File: src/rtl/glitch_clkgen_pkg.sv
package glitch_clkgen_pkg;
   typedef enum logic [2:0] {
      GS_IDLE   = 3'd0,
      GS_ARMED  = 3'd1,
      GS_WAIT   = 3'd2,
      GS_GLITCH = 3'd3,
      GS_DONE   = 3'd4
   } gstate_t;
endpackage

File: src/rtl/gclk_trig_sync.sv
module gclk_trig_sync #(
   parameter int STAGES = 2
) (
   input  logic clk,
   input  logic rst_n,
   input  logic trig_i,
   output logic rise_o
);
   // STAGES synchronizer flops plus one history flop for edge detection
   logic [STAGES:0] sh;

   always_ff @(posedge clk or negedge rst_n) begin
      if (!rst_n) sh <= '0;
      else        sh <= {sh[STAGES-1:0], trig_i};
   end

   assign rise_o = sh[STAGES-1] & ~sh[STAGES];
endmodule

File: src/rtl/gclk_phase.sv
module gclk_phase #(
   parameter int NOM_TICKS = 10,
   localparam int PH_W = $clog2(NOM_TICKS)
) (
   input  logic            clk,
   input  logic            rst_n,
   output logic [PH_W-1:0] ph_o,
   output logic            wrap_o
);
   localparam logic [PH_W-1:0] PH_LAST = PH_W'(NOM_TICKS - 1);

   assign wrap_o = (ph_o == PH_LAST);

   always_ff @(posedge clk or negedge rst_n) begin
      if (!rst_n)      ph_o <= '0;
      else if (wrap_o) ph_o <= '0;
      else             ph_o <= ph_o + 1'b1;
   end
endmodule

File: src/rtl/gclk_seq.sv
module gclk_seq
   import glitch_clkgen_pkg::*;
#(
   parameter int NOM_TICKS = 10,
   parameter int DLY_W     = 4,
   localparam int PH_W     = $clog2(NOM_TICKS)
) (
   input  logic             clk,
   input  logic             rst_n,
   input  logic             arm_i,
   input  logic             rise_i,
   input  logic             wrap_i,
   input  logic [DLY_W-1:0] dly_i,
   input  logic [PH_W-1:0]  gin_i,
   output gstate_t          state_o,
   output logic [PH_W-1:0]  g_o,
   output logic             gl_o,
   output logic             done_o
);
   localparam logic [PH_W-1:0] G_MIN = PH_W'(2);
   localparam logic [PH_W-1:0] G_MAX = PH_W'(NOM_TICKS - 2);

   logic [DLY_W-1:0] cnt;
   logic [PH_W-1:0]  g_clamped;

   always_comb begin
      if (gin_i < G_MIN)      g_clamped = G_MIN;
      else if (gin_i > G_MAX) g_clamped = G_MAX;
      else                    g_clamped = gin_i;
   end

   always_ff @(posedge clk or negedge rst_n) begin
      if (!rst_n) begin
         state_o <= GS_IDLE;
         cnt     <= '0;
         g_o     <= G_MIN;
      end else begin
         case (state_o)
            GS_IDLE, GS_DONE: if (arm_i) state_o <= GS_ARMED;
            GS_ARMED: if (rise_i) begin
               state_o <= GS_WAIT;
               cnt     <= dly_i;
               g_o     <= g_clamped;
            end
            GS_WAIT: if (wrap_i) begin
               if (cnt == '0) state_o <= GS_GLITCH;
               else           cnt     <= cnt - 1'b1;
            end
            GS_GLITCH: if (wrap_i) state_o <= GS_DONE;
            default: state_o <= GS_IDLE;
         endcase
      end
   end

   assign gl_o   = (state_o == GS_GLITCH);
   assign done_o = (state_o == GS_DONE);
endmodule

File: src/rtl/gclk_shaper.sv
module gclk_shaper #(
   parameter int NOM_TICKS = 10,
   localparam int PH_W = $clog2(NOM_TICKS)
) (
   input  logic            clk,
   input  logic            rst_n,
   input  logic [PH_W-1:0] ph_i,
   input  logic            gl_i,
   input  logic [PH_W-1:0] g_i,
   output logic            tclk_o,
   output logic            stb_o
);
   localparam logic [PH_W:0] NOM_X  = (PH_W+1)'(NOM_TICKS);
   localparam logic [PH_W:0] HALF_X = (PH_W+1)'(NOM_TICKS / 2);

   logic [PH_W:0] ph_x, g_x, rem_x, end2_x;
   logic          lvl, ins;

   always_comb begin
      ph_x   = {1'b0, ph_i};
      g_x    = {1'b0, g_i};
      rem_x  = NOM_X - g_x;
      end2_x = g_x + (rem_x >> 1);
      if (gl_i)
         lvl = (ph_x < (g_x >> 1)) || ((ph_x >= g_x) && (ph_x < end2_x));
      else
         lvl = (ph_x < HALF_X);
      ins = gl_i && (ph_x == g_x);
   end

   always_ff @(posedge clk or negedge rst_n) begin
      if (!rst_n) begin
         tclk_o <= 1'b0;
         stb_o  <= 1'b0;
      end else begin
         tclk_o <= lvl;
         stb_o  <= ins;
      end
   end
endmodule

File: src/rtl/glitch_clkgen.sv
module glitch_clkgen
   import glitch_clkgen_pkg::*;
#(
   parameter int NOM_TICKS   = 10,
   parameter int DLY_W       = 4,
   parameter int SYNC_STAGES = 2,
   localparam int PH_W       = $clog2(NOM_TICKS)
) (
   input  logic             clk_ref,
   input  logic             rst_n,
   input  logic             arm_i,
   input  logic             trig_i,
   input  logic [DLY_W-1:0] dly_cycles_i,
   input  logic [PH_W-1:0]  glitch_ticks_i,
   output logic             tgt_clk_o,
   output logic             glitch_stb_o,
   output logic             done_o
);
   if (NOM_TICKS < 4) begin : g_bad_nom
      $error("glitch_clkgen: NOM_TICKS must be at least 4");
   end
   if (SYNC_STAGES < 2) begin : g_bad_sync
      $error("glitch_clkgen: SYNC_STAGES must be at least 2");
   end
   if (DLY_W < 1) begin : g_bad_dly
      $error("glitch_clkgen: DLY_W must be at least 1");
   end

   logic            trig_rise;
   logic [PH_W-1:0] ph;
   logic            wrap;
   logic [PH_W-1:0] g_cur;
   logic            in_glitch;
   gstate_t         seq_state;

   gclk_trig_sync #(.STAGES(SYNC_STAGES)) u_sync (
      .clk(clk_ref), .rst_n(rst_n), .trig_i(trig_i), .rise_o(trig_rise)
   );

   gclk_phase #(.NOM_TICKS(NOM_TICKS)) u_phase (
      .clk(clk_ref), .rst_n(rst_n), .ph_o(ph), .wrap_o(wrap)
   );

   gclk_seq #(.NOM_TICKS(NOM_TICKS), .DLY_W(DLY_W)) u_seq (
      .clk(clk_ref), .rst_n(rst_n), .arm_i(arm_i), .rise_i(trig_rise),
      .wrap_i(wrap), .dly_i(dly_cycles_i), .gin_i(glitch_ticks_i),
      .state_o(seq_state), .g_o(g_cur), .gl_o(in_glitch), .done_o(done_o)
   );

   gclk_shaper #(.NOM_TICKS(NOM_TICKS)) u_shaper (
      .clk(clk_ref), .rst_n(rst_n), .ph_i(ph), .gl_i(in_glitch),
      .g_i(g_cur), .tclk_o(tgt_clk_o), .stb_o(glitch_stb_o)
   );
endmodule

File: config.mk
export PLATFORM = sky130hd
export DESIGN_NAME = glitch_clkgen
export DESIGN_NICKNAME = d
export VERILOG_FILES = /design/src/rtl/glitch_clkgen_pkg.sv /design/src/rtl/gclk_trig_sync.sv /design/src/rtl/gclk_phase.sv /design/src/rtl/gclk_seq.sv /design/src/rtl/gclk_shaper.sv /design/src/rtl/glitch_clkgen.sv
export SDC_FILE = /design/constraint.sdc
export NUM_CORES = 1
export LEC_CHECK = 0
export BUFFER_PORTS_ARGS = -buffer_cell sky130_fd_sc_hd__buf_2
export CAP_MARGIN = 5
export CORE_ASPECT_RATIO = 1.4
export CORE_MARGIN = 2
export CORE_UTILIZATION = 25
export DETAILED_ROUTE_END_ITERATION = 8
export HOLD_SLACK_MARGIN = 0.06
export PLACE_DENSITY = 0.4
export SLEW_MARGIN = 20
export SYNTH_ARGS = -nofsm -noshare
export SYNTH_HDL_FRONTEND = slang
export SYNTH_HIERARCHICAL = 1
export SYNTH_SLANG_ARGS = --single-unit
File: constraint.sdc
create_clock -name clk_ref -period 4.9 [get_ports clk_ref]
set_input_delay 0.245 -clock clk_ref [delete_from_list [all_inputs] [get_ports clk_ref]]
set_output_delay 0.245 -clock clk_ref [all_outputs]
set_load 0.02 [all_outputs]
==> results.json <==
{
  "antenna_found_initial": 0,
  "syn_nets": 167,
  "first_global_vias": 1032,
  "switching_share_pct": 40.5,
  "fillers": 571,
  "die_h_um": 91.5,
  "async_flop_share_pct": 100,
  "start_kind": "flip-flop",
  "htreeDepth": 1,
  "crit_chain": "ha_1, xor2_1, inv_1, fa_1, xor2_1, xnor2_1, ha_1, o21ai_0, a21oi_1, o21ai_1, a22oi_1, o22ai_2",
  "critPathRequiredTime_ns": 5.04,
  "end_kind": "flip-flop",
  "via_per_inst": 4.63,
  "finalCritPeriodShare_pct": 56.5,
  "coreArea_um2": 5240,
  "gp_congestion": 0.701,
  "place_ws_ns": 2.14,
  "grt_use_met2_pct": 16.7,
  "io_pins": 15,
  "clkTransAtPathRegs_ns": 0.08,
  "clk_path_buf_depth": 2,
  "use_met1_pct": 12.4,
  "placed_area_um2": 1500,
  "postSynthCellCount": 141,
  "layout_min_cycle_time_ns": 2.77,
  "worstSetupPathType": "flip-flop to flip-flop",
  "pwr-share-seq_pct": 36.1,
  "use_met3_pct": 1.86,
  "layout-drive-gt1-share_pct": 16.5,
  "fin_area_um2": 1570,
  "cp_num_buf_inv": 1,
  "synth_seq_cells": 20,
  "drc": 0,
  "avgSynthCellArea_um2": 9.69,
  "worstPathArrival_ns": 2.91,
  "gr-usage-all-layers_pct": 9.97,
  "synth_area_um2": 1370,
  "grt-ovfl-total": 0,
  "p_per_area_nw_per_um2": 507,
  "grt.busiest_layer": "met2",
  "hold_violations": 0,
  "start_util_pct": 26.1,
  "synth-seq-area-share_pct": 36.7,
  "p_int_w": 0.000473,
  "finalSetupTns_ns": 0,
  "area_growth_pct": 14.7,
  "post-cts-setup-buffers": 0,
  "worst_pin_slew_ns": 0.578,
  "synth_top_flop_cell": "dfrtp_1",
  "hold_class": "primary input to flip-flop",
  "cellLeakagePower_nw": 0.741,
  "nNetsFinal": 185,
  "firstDrtPassIters": 4,
  "synth_edf_count": 0,
  "combPwrFrac_pct": 47.8,
  "reg2reg_setup_slack_ns": 2.13,
  "drv_slew": 0,
  "finalSetupViolCount": 0,
  "clock_skew_ns": 0.00265,
  "yosys.area.top_type_share_pct": 34.8,
  "critPathSlowestCell": "dfstp_2",
  "die_w_um": 66.5,
  "cpLargestDelayFamily": "adder cells",
  "clock_power_share_pct": 16.1,
  "synth_area_leaders": "dfrtp_1, ha_1, inv_1",
  "cts_buffers": 3,
  "clk_latency_ns": 0.26,
  "slowest_delay_ns": 0.61,
  "rsz0062_at_grt": "no",
  "wirelength_mm": 2.82,
  "die_area_um2": 6080,
  "setup_ws_ns": 2.13,
  "via_count": 1036,
  "crit_start": "u_seq/g_o[1]$_DFFE_PN1P_",
  "min_path_cells": 1,
  "switchingPower_w": 0.000322,
  "num_rows": 31,
  "peakVddDrop_v": 0.000204,
  "ant_nets": 0,
  "path_max_fanout": 8,
  "antennaDiodeCount": 0,
  "status": "finished, final reports clean",
  "wl_per_cell_um": 12.6,
  "yosysWarnings": 6,
  "max_freq_mhz": 361,
  "rr_endpoint": "u_shaper/tclk_o$_DFF_PN0_",
  "reg2reg_depth": 12,
  "synth_common_cells": "dfrtp_1, inv_1, ha_1",
  "worstReg2RegStart": "u_seq/g_o[1]$_DFFE_PN1P_",
  "synth_most_common_cell": "dfrtp_1",
  "synth_cell_type_count": 43,
  "slew_headroom_pct": 61.4,
  "cts_tree": "built",
  "dp.final_hpwl_mm": 2.16,
  "drt_iter0_drc": 28,
  "grt_pass1_wl_mm": 4.73,
  "hp-start": "trig_i",
  "maxCapViolations": 0,
  "grt_max_degree": 21,
  "cts_sinks": 20,
  "min_to": "u_sync/sh[0]$_DFF_PN0_",
  "port_buffers": 14,
  "root_buffer": "clkbuf_8",
  "synth_top_area_cell": "dfrtp_1"
}
## how the worst max path moves through the flow
stage	to	depth (start not counted)
4_1_cts	u_shaper/tclk_o$_DFF_PN0_	12
6_report	u_shaper/tclk_o$_DFF_PN0_	12
3_5_place_dp	u_shaper/tclk_o$_DFF_PN0_	12
5_1_grt	u_shaper/tclk_o$_DFF_PN0_	11
3_3_place_gp	u_shaper/tclk_o$_DFF_PN0_	12
2_1_floorplan	u_shaper/tclk_o$_DFF_PN0_	12
## cells in the final DEF (no fill, tap or decap), drive strengths merged, types with 3 or more instances in the layout
cell / n
dfrtp: 19
inv: 18
buf: 14
ha: 13
o21ai: 13
nand2: 12
nor2: 6
mux2i: 6
a21oi: 6
nor2b: 5
clkbuf: 4
xnor2: 3
nand2b: 3
nor3b: 3
## what timing repair did
item / 4_1_cts / 5_1_grt
hold buffers: 1 / 0
resized for setup: 0 / 0
endpoints found under the setup margin: 0 / 0
hold endpoints to repair: 19 / 0
## kinds of logic (layout without fill, tap and decap cells)
group,count (synthesis),after routing,share of synthesized area [%]
adder cells (fa/ha/maj),14,14,13.4
flip-flops,20,20,36.7
AO/OA/AOI/OAI,36,36,18.1
AND/OR/NAND/NOR,39,39,17.2
multiplexers,7,7,5.22
XOR/XNOR,5,5,3.21
buffers and inverters,20,37,6.13
## power by group through the flow
stage                     Combinational (W)  Clock, W  Sequential (W)
final                              0.000380  0.000128        0.000287
after CTS                          0.000386  0.000135        0.000287
after global placement             0.000375         0        0.000286
after floorplan                    0.000324         0        0.000268
after detailed placement           0.000382         0        0.000289
after global routing               0.000441  0.000138        0.000298
## flip-flops by register name, summed over array words and instances, names as in the netlist
name / count
u_phase/ph_o: 4
u_seq/cnt: 4
u_seq/g_o: 4
u_seq/state_o: 3
u_shaper/stb_o: 1
u_shaper/tclk_o: 1
u_sync/sh: 3
## stage by stage
stage	util, %	power, W	hold WS (ns)	std cells
final	29.9	0.000795	0.0895	224
after CTS	29.9	0.000807	0.0787	224
after floorplan	-	0.000591	-0.0506	141
after global routing	29.9	0.000878	0.0749	224
after detailed placement	28.7	0.000672	0.235	219
after global placement	28.7	0.000662	0.237	219
## final cells by class
class / instances / area (um^2) / area share (%)
multi-input cells: 101 / 781 / 49.8
flip-flops and latches: 20 / 502 / 32.0
well taps: 66 / 82.6 / 5.27
repair buffers: 15 / 80.1 / 5.11
inverters: 18 / 67.6 / 4.31
clock buffers: 4 / 55.1 / 3.51
## metal layers
layer  routed length, um  part of all wire [%]
met5                   0                     0
met3                 100                   3.5
met1                1300                    46
met2                1380                    49
met4                  35                   1.2
No activity file was read; power rests on OpenSTA's default activity.
